### config.mk
export PLATFORM = sky130hd
export DESIGN_NAME = uart_tx_fc
export DESIGN_NICKNAME = d
export VERILOG_FILES = /design/src/rtl/uart_tx_pkg.sv /design/src/rtl/uart_mode_regs.sv /design/src/rtl/uart_tx_core.sv /design/src/rtl/uart_chan_mux.sv /design/src/rtl/uart_tx_fc.sv
export SDC_FILE = /design/constraint.sdc
export NUM_CORES = 1
export LEC_CHECK = 0
export CORE_ASPECT_RATIO = 0.9
export CORE_MARGIN = 3
export CORE_UTILIZATION = 47
export DETAILED_ROUTE_END_ITERATION = 6
export GPL_ROUTABILITY_DRIVEN = 0
export PLACE_DENSITY_LB_ADDON = 0.05
export REMOVE_ABC_BUFFERS = 1
export SYNTH_ARGS = -nofsm -noshare
export SYNTH_HDL_FRONTEND = slang
export SYNTH_SLANG_ARGS = --single-unit
### constraint.sdc
create_clock -name clk -period 1.4 [get_ports clk]
set_input_delay 0.28 -clock clk [delete_from_list [all_inputs] [get_ports clk]]
set_output_delay 0.28 -clock clk [all_outputs]
set_load 0.01 [all_outputs]
### src/rtl/uart_tx_pkg.sv
package uart_tx_pkg;
  typedef enum logic [1:0] {
    CH_NORMAL = 2'b00,
    CH_ECHO   = 2'b01,
    CH_LOCAL  = 2'b10,
    CH_REMOTE = 2'b11
  } chan_mode_e;

  typedef struct packed {
    chan_mode_e  mode;
    logic        auto_rts;
    logic        cts_gate;
    logic [3:0]  stop_sel;
  } mode_b_t;

  typedef enum logic [1:0] {
    TX_IDLE    = 2'b00,
    TX_SHIFT   = 2'b01,
    TX_RTSWAIT = 2'b10
  } tx_state_e;

  localparam int unsigned CMD_PTR_RST = 0;
  localparam int unsigned CMD_RTS_SET = 1;
  localparam int unsigned CMD_RTS_CLR = 2;
  localparam int unsigned RX_RTS_BIT  = 7;
endpackage

### src/rtl/uart_mode_regs.sv
module uart_mode_regs #(
  parameter int unsigned REG_W = 8
) (
  input  logic             clk,
  input  logic             rst_n,
  input  logic             reg_sel,
  input  logic             reg_wr,
  input  logic             reg_rd,
  input  logic [REG_W-1:0] reg_wdata,
  output logic [REG_W-1:0] mode_rdata,
  output logic [REG_W-1:0] mode_b,
  output logic             rx_rts_own,
  output logic             mode_ptr
);
  import uart_tx_pkg::*;

  localparam int unsigned NREG = 2;

  logic [REG_W-1:0] mr_q [NREG];
  logic             mode_acc;
  logic             ptr_rst;

  assign mode_acc = !reg_sel && (reg_wr || reg_rd);
  assign ptr_rst  = reg_sel && reg_wr && reg_wdata[CMD_PTR_RST];

  always_ff @(posedge clk) begin
    if (!rst_n) begin
      mode_ptr <= 1'b0;
    end else if (ptr_rst) begin
      mode_ptr <= 1'b0;
    end else if (mode_acc && !mode_ptr) begin
      mode_ptr <= 1'b1;
    end
  end

  for (genvar i = 0; i < NREG; i++) begin : g_mr
    always_ff @(posedge clk) begin
      if (!rst_n) begin
        mr_q[i] <= '0;
      end else if (!reg_sel && reg_wr && (mode_ptr == i[0])) begin
        mr_q[i] <= reg_wdata;
      end
    end
  end

  assign mode_rdata = mode_ptr ? mr_q[1] : mr_q[0];
  assign mode_b     = mr_q[1];
  assign rx_rts_own = mr_q[0][RX_RTS_BIT];
endmodule

### src/rtl/uart_tx_core.sv
module uart_tx_core #(
  parameter int unsigned DATA_W        = 8,
  parameter int unsigned TICKS_PER_BIT = 16
) (
  input  logic              clk,
  input  logic              rst_n,
  input  logic              baud_tick,
  input  logic              tx_en,
  input  logic              cts,
  input  logic              cts_gate,
  input  logic              auto_rts,
  input  logic              rts_now,
  input  logic              two_stop,
  input  logic              in_valid,
  input  logic [DATA_W-1:0] in_data,
  output logic              in_ready,
  output logic              ser_out,
  output logic              hold_empty,
  output logic              all_empty,
  output logic              busy,
  output logic              rts_drop
);
  import uart_tx_pkg::*;

  localparam int unsigned TCW       = (TICKS_PER_BIT > 1) ? $clog2(TICKS_PER_BIT) : 1;
  localparam int unsigned FRAME_MAX = DATA_W + 3;
  localparam int unsigned BCW       = $clog2(FRAME_MAX + 1);
  localparam logic [TCW-1:0] TICK_LAST = TCW'(TICKS_PER_BIT - 1);

  tx_state_e            state_q;
  logic [DATA_W-1:0]    hold_q;
  logic                 hold_full;
  logic [FRAME_MAX-1:0] shreg_q;
  logic [BCW-1:0]       bits_left;
  logic [TCW-1:0]       tick_q;
  logic                 can_start;
  logic                 bit_done;

  assign in_ready  = !hold_full;
  assign can_start = (state_q != TX_SHIFT) && hold_full && tx_en && (!cts_gate || cts);
  assign bit_done  = baud_tick && (tick_q == TICK_LAST);
  assign rts_drop  = (state_q == TX_RTSWAIT) && bit_done && !hold_full;

  always_ff @(posedge clk) begin
    if (!rst_n) begin
      hold_full <= 1'b0;
      hold_q    <= '0;
    end else if (in_valid && in_ready) begin
      hold_full <= 1'b1;
      hold_q    <= in_data;
    end else if (can_start) begin
      hold_full <= 1'b0;
    end
  end

  always_ff @(posedge clk) begin
    if (!rst_n) begin
      state_q   <= TX_IDLE;
      shreg_q   <= '1;
      bits_left <= '0;
      tick_q    <= '0;
    end else begin
      case (state_q)
        TX_SHIFT: begin
          if (baud_tick) begin
            tick_q <= bit_done ? '0 : tick_q + 1'b1;
          end
          if (bit_done) begin
            shreg_q   <= {1'b1, shreg_q[FRAME_MAX-1:1]};
            bits_left <= bits_left - 1'b1;
            if (bits_left == BCW'(1)) begin
              state_q <= (auto_rts && rts_now && !hold_full) ? TX_RTSWAIT : TX_IDLE;
            end
          end
        end
        default: begin
          if (can_start) begin
            shreg_q   <= {2'b11, hold_q, 1'b0};
            bits_left <= two_stop ? BCW'(FRAME_MAX) : BCW'(FRAME_MAX - 1);
            tick_q    <= '0;
            state_q   <= TX_SHIFT;
          end else if (state_q == TX_RTSWAIT) begin
            if (hold_full) begin
              state_q <= TX_IDLE;
            end else if (baud_tick) begin
              tick_q <= bit_done ? '0 : tick_q + 1'b1;
              if (bit_done) state_q <= TX_IDLE;
            end
          end
        end
      endcase
    end
  end

  assign busy       = (state_q == TX_SHIFT);
  assign ser_out    = busy ? shreg_q[0] : 1'b1;
  assign hold_empty = !hold_full;
  assign all_empty  = !hold_full && !busy;
endmodule

### src/rtl/uart_chan_mux.sv
module uart_chan_mux (
  input  uart_tx_pkg::chan_mode_e mode,
  input  logic                    ser_out,
  input  logic                    rxd,
  output logic                    txd,
  output logic                    rx_line
);
  import uart_tx_pkg::*;

  always_comb begin
    case (mode)
      CH_ECHO: begin
        txd     = rxd;
        rx_line = rxd;
      end
      CH_LOCAL: begin
        txd     = 1'b1;
        rx_line = ser_out;
      end
      CH_REMOTE: begin
        txd     = rxd;
        rx_line = 1'b1;
      end
      default: begin
        txd     = ser_out;
        rx_line = rxd;
      end
    endcase
  end
endmodule

### src/rtl/uart_tx_fc.sv
module uart_tx_fc #(
  parameter int unsigned DATA_W        = 8,
  parameter int unsigned TICKS_PER_BIT = 16
) (
  input  logic              clk,
  input  logic              rst_n,
  input  logic              reg_sel,
  input  logic              reg_wr,
  input  logic              reg_rd,
  input  logic [7:0]        reg_wdata,
  output logic [7:0]        reg_rdata,
  input  logic              tx_valid,
  output logic              tx_ready,
  input  logic [DATA_W-1:0] tx_data,
  input  logic              baud_tick,
  input  logic              tx_en,
  input  logic              rxd,
  input  logic              cts,
  output logic              txd,
  output logic              rts,
  output logic              rx_line
);
  import uart_tx_pkg::*;

  localparam int unsigned REG_W = 8;

  logic [REG_W-1:0] mode_rdata;
  logic [REG_W-1:0] mode_b_raw;
  mode_b_t          mode_b;
  logic             rx_rts_own;
  logic             mode_ptr;
  logic             auto_rts_en;
  logic             ser_out;
  logic             hold_empty;
  logic             all_empty;
  logic             core_busy;
  logic             rts_drop;
  logic             cmd_wr;
  logic             rts_q;

  uart_mode_regs #(.REG_W(REG_W)) u_regs (
    .clk        (clk),
    .rst_n      (rst_n),
    .reg_sel    (reg_sel),
    .reg_wr     (reg_wr),
    .reg_rd     (reg_rd),
    .reg_wdata  (reg_wdata),
    .mode_rdata (mode_rdata),
    .mode_b     (mode_b_raw),
    .rx_rts_own (rx_rts_own),
    .mode_ptr   (mode_ptr)
  );

  assign mode_b      = mode_b_t'(mode_b_raw);
  assign auto_rts_en = mode_b.auto_rts && !rx_rts_own;

  uart_tx_core #(.DATA_W(DATA_W), .TICKS_PER_BIT(TICKS_PER_BIT)) u_core (
    .clk        (clk),
    .rst_n      (rst_n),
    .baud_tick  (baud_tick),
    .tx_en      (tx_en),
    .cts        (cts),
    .cts_gate   (mode_b.cts_gate),
    .auto_rts   (auto_rts_en),
    .rts_now    (rts_q),
    .two_stop   (|mode_b.stop_sel),
    .in_valid   (tx_valid),
    .in_data    (tx_data),
    .in_ready   (tx_ready),
    .ser_out    (ser_out),
    .hold_empty (hold_empty),
    .all_empty  (all_empty),
    .busy       (core_busy),
    .rts_drop   (rts_drop)
  );

  uart_chan_mux u_mux (
    .mode    (mode_b.mode),
    .ser_out (ser_out),
    .rxd     (rxd),
    .txd     (txd),
    .rx_line (rx_line)
  );

  assign cmd_wr = reg_sel && reg_wr;

  always_ff @(posedge clk) begin
    if (!rst_n) begin
      rts_q <= 1'b0;
    end else if (cmd_wr && reg_wdata[CMD_RTS_SET]) begin
      rts_q <= 1'b1;
    end else if (cmd_wr && reg_wdata[CMD_RTS_CLR]) begin
      rts_q <= 1'b0;
    end else if (rts_drop) begin
      rts_q <= 1'b0;
    end
  end

  assign rts       = rts_q;
  assign reg_rdata = reg_sel ? {6'b0, all_empty, hold_empty} : mode_rdata;
endmodule

==> results of run 1 <==
-- kinds of logic (layout without fill, tap and decap cells) --
group | count (synthesis) | count (layout) | share of synthesized area [%]
AOI/OAI and AO/OA | 40 | 40 | 12.3
adders and majority gates | 3 | 3 | 1.71
and+or+nand+nor | 98 | 98 | 23.0
DFF | 46 | 46 | 49.4
muxes | 19 | 19 | 8.74
buffers and inverters | 19 | 101 | 4.06
xor gates and xnor gates | 2 | 2 | 0.800
-- cell type report --
class | count | area [um2] | share of cell area, %
Timing Repair Buffer | 87 | 778 | 23.1
Inverter | 6 | 25.0 | 0.743
Tap cell | 60 | 75.1 | 2.23
Clock buffer | 6 | 82.6 | 2.45
Sequential cell | 46 | 1090 | 32.4
Clock inverter | 2 | 12.5 | 0.372
Multi-Input combinational cell | 162 | 1300 | 38.7
-- cells in the mapped netlist (2+ instances only) --
master,n,area (um2)
dfxtp_1,30,601
nor2_1,26,97.6
and2_1,23,144
mux2i_1,18,180
edfxtp_1,16,480
o21ai_0,14,70.1
nor3_1,13,65.1
nand2_1,11,41.3
nand3_1,9,45.0
buf_2,8,40.0
a221oi_1,7,61.3
a21oi_1,5,25.0
inv_1,5,18.8
clkbuf_1,3,11.3
ha_1,3,37.5
nor2b_1,3,18.8
or3_1,3,18.8
a211oi_1,2,15.0
a311oi_1,2,17.5
and4_1,2,17.5
buf_4,2,15.0
nand2b_1,2,12.5
nand4_1,2,12.5
nor4_1,2,12.5
o22ai_1,2,12.5
xor2_1,2,17.5
-- registers in the layout (all words and copies together) (netlist names) --
signal and count:
u_regs.mr_q 16, u_core.shreg_q 9, u_core.hold_q 8, u_core.bits_left 4, u_core.tick_q 4, u_core.state_q 2
rts 1, u_core.hold_full 1, u_regs.mode_ptr 1
-- per-stage QoR --
step / setup TNS (ns) / setup WS, ns / cell area [um2]
global placement: -26.05 / -0.552 / 2890
global route: -3.31 / -0.258 / 3370
detailed placement: -28.03 / -0.606 / 2890
CTS: -1.43 / -0.191 / 3150
finish: -1.96 / -0.187 / 3370
floorplan: -6.50 / -0.468 / 2120
-- critical path, cell delays in order (launching register included) --
cell	delay, ns
edfxtp_1	0.42
buf_6	0.14
buf_6	0.10
mux2i_1	0.15
nor2_1	0.07
buf_2	0.14
-- what timing repair did --
item / 4_1_cts / 5_1_grt
pin swaps: 13 / 17
gates resized for setup: 96 / 39
hold endpoints to repair: 0 / 0
setup buffers: 6 / 5
setup endpoints to repair: 59 / 52
-- power by group --
part | switching [uW] | internal [uW] | total [uW]
Clock | 463 | 397 | 860
Sequential | 58.2 | 1460 | 1520
Combinational | 275 | 313 | 588
Total | 797 | 2170 | 2960
-- cell usage in the layout, fill, tap and decap left out, drive strengths merged --
cell type,instances
o211ai,1
mux2i,18
nor3b,1
buf,59
nand4,2
clkdlybuf4s50,23
a221oi,8
dlygate4sd2,3
xor2,2
a21o,1
clkinv,1
a311oi,2
ha,3
nor4,2
or3,3
mux2,1
nor2,26
o31ai,1
nand2,11
clkinvlp,1
a31oi,1
edfxtp,16
nand3,9
and4,2
a21oi,5
and2,23
o22ai,2
nor2b,3
a211oi,2
a41o,1
clkdlybuf4s15,1
inv,6
nor3,13
dfxtp,30
o21ai,16
nand2b,2
and3,1
clkbuf,7
-- routing by layer --
metal	up-vias	track usage (%)	wire length [um]	part of all wire (%)
met4	0	6.99	129	2.1
li1	984	-	-	-
met1	981	29.4	2580	43
met2	62	33.2	3050	50
met3	14	5.47	299	4.9
met5	-	0	0	0
-- worst max path at each step --
| stage | endpoint | slack (ns) | cells past startpoint |
|---|---|---|---|
| floorplan | u_core.shreg_q[1]$_SDFFE_PN1P_ | -0.47 | 4 |
| global placement | u_regs.mr_q[0][0]$_SDFFCE_PN0P_ | -0.55 | 5 |
| detailed placement | u_regs.mr_q[0][5]$_SDFFCE_PN0P_ | -0.61 | 5 |
| CTS | reg_rdata[6] | -0.19 | 5 |
| global route | reg_rdata[6] | -0.26 | 5 |
| finish | reg_rdata[6] | -0.19 | 5 |
==> results.md, run 1 <==
- Die X: 77.9 um
- Pin slew with the least headroom to its limit: 0.327 ns
- DRT antenna net count: 0
- Crit end category: output port
- Mean Syn Cell Area: 9.65 um2
- CTS tree: done
- Critical path required time: 1.12 ns
- I/O Pins: 38
- Design Power: 2960 uW
- R2R setup slack: -0.14 ns
- Vias in the first global route: 1,981
- Post-route clock period utilization: 113%
- Sequential share of the synthesized area: 49.4%
- Async SR Flop Fraction: 0%
- First-pass GRT wire length: 9360 um
- Die Ht: 70.8 um
- Crit path DAT: 1.31 ns
- Clk slew on worst S/H paths: 0.09 ns
- PnR worst setup slack: -0.187 ns
- Final setup vio count: 22
- Hold WS: 0.498 ns
- Die area: 5510 um2
- WL per Instance: 16.4 um
- FF-to-FF Start: u_core.state_q[1]$_SDFFE_PN0P_
- Post-Route WL: 6060 um
- Dominant synthesized flop cell: dfxtp_1
- Layout cells sized above 1: 37.5%
- Crit-path max FO: 2
- Mapped Cells: 227
- Crit Path Class: reg -> out
- Effective utilization at floorplan: 51.3%
- Max_cap viols: 0
- Final hold violation count: 0
- Failing checks: negative setup slack
- Max Fclk: 630 MHz
- Hold Crit Class: reg -> reg
- Via-to-Cell Ratio: 5.53
- Tot GR Track Use: 21.4%
- DR DRC count: 0
- DRT iter0 DRCs: 105
- Hold Path Origin: u_core.hold_q[1]$_SDFFE_PN0P_
- Worst setup path startpoint: u_regs.mr_q[1][6]$_SDFFCE_PN0P_
- WHS Path Cells: 2
- Reg2reg path depth: 6
- Number of flops mapped to enable cells by yosys: 16
- Layout Area Growth over Synthesis: 53.7%
- Final net count: 337
- Worst R2R End: u_core.shreg_q[2]$_SDFFE_PN1P_
- Core Box Area: 4270 um2
- Largest net degree at the start of global routing: 17
- Min Tclk post-route: 1.59 ns
- Max-slew headroom at the worst pin: 78.2%
- # diodes: 0
- GRT overflow: 0
- Slew Limit Fails: 0
- Maximum vdd drop: 639 uV
- Pre-antenna DRT Iters: 4
- DP HPWL: 3850 um
- Hold EP: u_core.hold_q[1]$_SDFFE_PN0P_
- Vias: 2,041
- RSZ-0062 raised after global routing: yes
- Pleak: 0.00134 uW
- Setup crit start kind: flop
- CTS sink cnt: 46
- Non-Filler Instances: 369
- Run status: finished with violations
- # hold bufs at CTS: 0
- Post-Place Cells: 350
- Htree depth: 2
- CTS Buffer Depth: 2
- Fill count: 288
- Mapped cell area: 2190 um2
- Initial antenna violation count: 0
- Row count: 22
- Cell variety after synth: 38
- Cts bufs inserted: 5
- Power per cell area: 881 nW/um2
- Yosys warning count: 0
- Flops & latches, synth: 46
- Worst-Skew Late Latency: 0.30 ns
- Root Driver: clkbuf_8
- Util after Layout: 78.9%
- PortBufs: 37
- Skew final: 0.00681 ns
No activity file was read; power rests on OpenSTA's default activity.
==> inputs of run 2 (changes only) <==
- SKIP_LAST_GASP: default -> 1
==> results.md, run 2 (synthesis gave the netlist of run 1 again) <==
- Run status: finished with violations
- Failing checks: negative setup slack
- Clk slew on worst S/H paths: 0.09 ns
- Initial antenna violation count: 0
- Min Tclk post-route: 1.58 ns
- Final net count: 341
- Slowest stage cell, crit path: edfxtp_1
- Sequential power share: 50.6%
- Met1 usage: 28.9%
- Layout cells sized above 1: 38.7%
- Met3 Usage GRT: 5.47%
- Die X: 77.9 um
- Crit-path max cell delay: 0.42 ns
- Row count: 22
- Htree depth: 2
- FF-to-FF Start: u_core.tick_q[0]$_SDFFE_PN0P_
- Via-to-Cell Ratio: 5.50
- CTS Buffer Depth: 2
- # hold bufs at CTS: 0
- PortBufs: 37
- Max Fclk: 632 MHz
- Cts bufs inserted: 5
- I/O Pins: 38
- Crit-path max FO: 2
- Pre-antenna DRT Iters: 4
- Worst-Skew Late Latency: 0.30 ns
- Clock share of power: 28.9%
- Maximum vdd drop: 611 uV
- Reg2reg path depth: 9
- Dpl ws: -0.606 ns
- CTS tree: done
- Biggest registers after layout: u_regs.mr_q: 16 flops, u_core.shreg_q: 9 flops, u_core.hold_q: 8 flops
- Post-Route WL: 6260 um
- Power per cell area: 874 nW/um2
- Root Driver: clkbuf_8
- Max_cap viols: 0
- DRT antenna net count: 0
- Hold Path Origin: u_core.bits_left[3]$_SDFFE_PN0P_
- Buf/Inv on CP: 3
- Most used cell, CP: buf_6
- Met2 usage: 33.0%
- Crit end category: output port
- Pleak: 0.00137 uW
- WL per Instance: 16.8 um
- RSZ-0062 raised after global routing: yes
- Max-slew headroom at the worst pin: 76.3%
- Switching share of power: 27.1%
- WHS Path Cells: 1
- Hold Crit Class: reg -> reg
- Layout Area Growth over Synthesis: 56.7%
- DR DRC count: 0
- # diodes: 0
- GRT busiest layer: met2
- Pin slew with the least headroom to its limit: 0.353 ns
- DRT iter0 DRCs: 150
- Skew final: 0.00736 ns
- R2R setup slack: -0.15 ns
- Final hold violation count: 0
- Final Instance Area: 3430 um2
- Vias in the first global route: 1,956
- Hold EP: u_core.bits_left[3]$_SDFFE_PN0P_
- Util after Layout: 80.4%
- Die area: 5510 um2
- Effective utilization at floorplan: 51.3%
- PnR worst setup slack: -0.182 ns
- Slew Limit Fails: 0
- Critical path required time: 1.12 ns
- CP top delay family: flip-flops
- NetSw: 812 uW
- Worst R2R End: u_core.shreg_q[3]$_SDFFE_PN1P_
- Core Box Area: 4270 um2
- GRT overflow: 0
- DP HPWL: 3850 um
- Internal power: 2190 uW
- Crit Path Class: reg -> out
- Hold WS: 0.487 ns
- Post-route clock period utilization: 113%
- First-pass GRT wire length: 9320 um
- Largest register FFs: 16
- Post-DP Area: 2890 um2
- Most flops, register: u_regs.mr_q
- Tot GR Track Use: 21.2%
- Comb pwr share: 20.5%
- Crit path DAT: 1.30 ns
- Most common cell after layout, fill and taps aside: buf_4
- Most frequent cells in the layout: buf_4 (37), nor2_1 (24), dfxtp_1 (24), clkdlybuf4s50_1 (23), and2_1 (22)
- CTS sink cnt: 46
- Vias: 2,051
- Final setup vio count: 25
- Setup crit start kind: flop
- Die Ht: 70.8 um
- Largest net degree at the start of global routing: 17
- Crit-path cells: buf_6 > buf_6 > mux2i_1 > nor2_1 > buf_2
-- run 2: changes by cell type in the layout (fill, tap and decap cells not counted), moves of 2 or more --
cell	previous run	this run
clkbuf_2	1	4
buf_2	9	6
buf_6	13	11
buf_4	34	37
buf_8	0	2
-- run 2: worst max path at each step --
stage / startpoint / depth (start not counted) / end / slack (ns)
after floorplan: u_core.state_q[0]$_SDFFE_PN0P_ / 4 / u_core.shreg_q[1]$_SDFFE_PN1P_ / -0.47
after global placement: reg_sel / 5 / u_regs.mr_q[0][0]$_SDFFCE_PN0P_ / -0.55
after detailed placement: reg_sel / 5 / u_regs.mr_q[0][5]$_SDFFCE_PN0P_ / -0.61
after CTS: u_regs.mode_ptr$_SDFFE_PP0P_ / 4 / reg_rdata[4] / -0.20
after global routing: u_regs.mr_q[1][6]$_SDFFCE_PN0P_ / 5 / reg_rdata[6] / -0.27
final: u_regs.mr_q[1][6]$_SDFFCE_PN0P_ / 5 / reg_rdata[6] / -0.18
-- run 2: what timing repair did --
item                                    4_1_cts  5_1_grt
gates resized for setup                      79       55
pin swaps                                    12       17
cloned                                        0        1
endpoints found under the setup margin       59       60
setup buffers                                 6        8
-- run 2: metrics by stage --
step | power, uW | instances | setup TNS, ns
finish | 3000 | 373 | -2.78
detailed placement | 2010 | 350 | -28.03
global route | 3130 | 373 | -4.58
global placement | 2000 | 350 | -26.05
CTS | 2890 | 364 | -2.37
floorplan | 1730 | 214 | -6.50
-- run 2: power groups by stage --
stage / Sequential [uW] / Clock [uW] / Combinational [uW]
after floorplan: 1530 / 0 / 201
after global placement: 1520 / 0 / 477
after detailed placement: 1530 / 0 / 483
after CTS: 1500 / 873 / 516
after global routing: 1520 / 945 / 659
final: 1520 / 866 / 616
-- run 2: final cells by class --
| class | instances | area (um2) |
|---|---|---|
| clock buffers | 6 | 82.6 |
| well taps | 60 | 75.1 |
| repair buffers | 91 | 833 |
| inverters | 6 | 25.0 |
| flip-flops and latches | 46 | 1090 |
| multi-input cells | 162 | 1310 |
| fillers | 279 | 836 |
| clock inverters | 2 | 12.5 |
-- run 2: routing by layer --
metal  vias up  wire length (um)
met5         -                 0
met4         0               138
met3        15               439
met2        78              3080
met1       966              2610
li1        992                 -
==> inputs of run 3 (changes only) <==
- CTS_CLUSTER_DIAMETER: default -> 60
- PLACE_DENSITY: default -> 0.8
- PLACE_DENSITY_LB_ADDON: 0.05 -> default
==> results.md, run 3 (synthesis gave the netlist of run 1 again) <==
- Crit path DAT: 1.28 ns
- CTS sink cnt: 46
- Post-route clock period utilization: 112%
- Clk slew on worst S/H paths: 0.08 ns
- Htree depth: 2
- R2R setup slack: -0.14 ns
- Worst R2R End: u_core.shreg_q[2]$_SDFFE_PN1P_
- Crit Path Class: reg -> out
- Power per cell area: 871 nW/um2
- TNS Setup: -2.44 ns
- GRT overflow: 0
- DP HPWL: 4080 um
- Final net count: 341
- Skew final: 0.00865 ns
- Die X: 77.9 um
- Hold EP: u_core.bits_left[3]$_SDFFE_PN0P_
- Layout cells sized above 1: 37.1%
- Crit-path max cell delay: 0.36 ns
- Initial antenna violation count: 0
- Fill count: 246
- Layout Area Growth over Synthesis: 53.0%
- First-pass GRT wire length: 9920 um
- DR DRC count: 0
- Cts bufs inserted: 5
- Root Driver: clkbuf_8
- Via-to-Cell Ratio: 5.52
- PnR worst setup slack: -0.163 ns
- DRT antenna net count: 0
- Most common cell after layout, fill and taps aside: buf_4
- Vias: 2,058
- Setup crit start kind: flop
- Most flops, register: u_regs.mr_q
- Die area: 5510 um2
- Pre-antenna DRT Iters: 4
- FF-to-FF Start: u_core.state_q[1]$_SDFFE_PN0P_
- Pin slew with the least headroom to its limit: 0.337 ns
- Effective utilization at floorplan: 51.3%
- Tot GR Track Use: 22.6%
- Failing checks: negative setup slack
- Vias in the first global route: 2,114
- Buf/Inv on CP: 1
- Slowest stage cell, crit path: dfxtp_4
- Largest net degree at the start of global routing: 17
- Die Ht: 70.8 um
- Post-Route WL: 6290 um
- PortBufs: 37
- Max Fclk: 640 MHz
- Crit-path max FO: 3
- Max-slew headroom at the worst pin: 77.5%
- Maximum vdd drop: 656 uV
- Max_cap viols: 0
- Reg2reg path depth: 6
- CTS tree: done
- Crit end category: output port
- Core Box Area: 4270 um2
- Final setup vio count: 25
- Hold Crit Class: reg -> reg
- Final hold violation count: 0
- DRT iter0 DRCs: 147
- CP top delay family: flip-flops
- Worst-Skew Late Latency: 0.30 ns
- Slew Limit Fails: 0
- Row count: 22
- # diodes: 0
- Pleak: 0.00133 uW
- WHS Path Cells: 1
- Run status: finished with violations
- CTS Buffer Depth: 2
- I/O Pins: 38
- Biggest registers after layout: u_regs.mr_q: 16 flops, u_core.shreg_q: 9 flops, u_core.hold_q: 8 flops
- WL per Instance: 16.9 um
- RSZ-0062 raised after global routing: yes
- Dpl ws: -0.560 ns
- Util after Layout: 78.5%
- Most frequent cells in the layout: buf_4 (38), dfxtp_1 (24), nor2_1 (23), and2_1 (23), clkdlybuf4s50_1 (23)
- Crit-path cells: nand2b_4 > o31ai_4 > o21ai_1 > buf_2
- Critical path required time: 1.12 ns
- Hold Path Origin: u_core.bits_left[3]$_SDFFE_PN0P_
- Largest register FFs: 16
- Min Tclk post-route: 1.56 ns
run 3: cell types whose count changed in the layout (fill, tap and decap cells not counted), moves of 2 or more:
cell and delta:
buf_2 +5, a221oi_2 +4, clkbuf_2 -4, a221oi_1 -2, a221oi_4 -2, buf_12 +2, buf_8 -2, clkinv_1 +2
nand2_2 +2, nor2_2 +2, nor3_1 +2, nor3_4 -2
run 3: report_power, final:
part / total (uW) / internal, uW / leakage [uW] / switching, uW
sequential: 1520 / 1460 / 0.000416 / 59.4
clock: 816 / 389 / 0.0000463 / 427
combinational: 586 / 313 / 0.000867 / 273
total: 2920 / 2160 / 0.00133 / 760
run 3: layout make-up:
cell class / count / area, um2 / area share [%]
Multi-Input combinational cell: 162 / 1250 / 37.3
Timing Repair Buffer: 91 / 820 / 24.5
Clock buffer: 6 / 82.6 / 2.46
Inverter: 6 / 23.8 / 0.709
Clock inverter: 2 / 7.51 / 0.224
Tap cell: 60 / 75.1 / 2.24
Sequential cell: 46 / 1090 / 32.6
run 3: worst register-to-register path, cell delays in order (launching register included):
cell and delay, ns:
dfxtp_4 0.37, nand2b_4 0.17, buf_6 0.14, nand4_1 0.20, buf_6 0.21, a221oi_2 0.22
o21ai_1 0.11
run 3: worst max path at each step:
stage                                        start                          endpoint  slack [ns]  cells after the start
CTS                 u_core.state_q[1]$_SDFFE_PN0P_                           rx_line       -0.17                      4
global placement                           reg_sel                      reg_rdata[4]       -0.54                      4
floorplan           u_core.state_q[0]$_SDFFE_PN0P_    u_core.shreg_q[1]$_SDFFE_PN1P_       -0.47                      4
detailed placement                       baud_tick    u_core.shreg_q[3]$_SDFFE_PN1P_       -0.56                      5
global route         u_core.tick_q[1]$_SDFFE_PN0P_  u_core.bits_left[1]$_SDFFE_PN0P_       -0.24                      7
finish              u_core.state_q[1]$_SDFFE_PN0P_                           rx_line       -0.16                      4
run 3: through the flow:
step           hold slack [ns]  cell area [um2]  std cells  total power [uW]
2_1_floorplan            0.352             2120        214              1730
3_3_place_gp             0.463             2910        352              2010
3_5_place_dp             0.470             2910        352              2030
6_report                 0.487             3350        373              2920
5_1_grt                  0.525             3350        373              3040
4_1_cts                  0.482             3200        368              2860
run 3: routing by layer:
layer / routed length [um] / up-vias / share of wire [%] / global-route usage [%]
met5: 0 / - / 0 / 0
met4: 82 / 0 / 1.3 / 6.99
met3: 300 / 8 / 4.8 / 4.33
met2: 3230 / 54 / 51 / 38.1
met1: 2670 / 1007 / 42 / 29.5
li1: - / 989 / - / -
run 3: repair_timing:
| action | in CTS | in global routing |
|---|---|---|
| gates cloned | 2 | 0 |
| hold buffers | 0 | 0 |
| setup buffers | 6 | 6 |
| pin swaps | 12 | 18 |
| gates resized for setup | 96 | 29 |
| setup endpoints to repair | 55 | 47 |
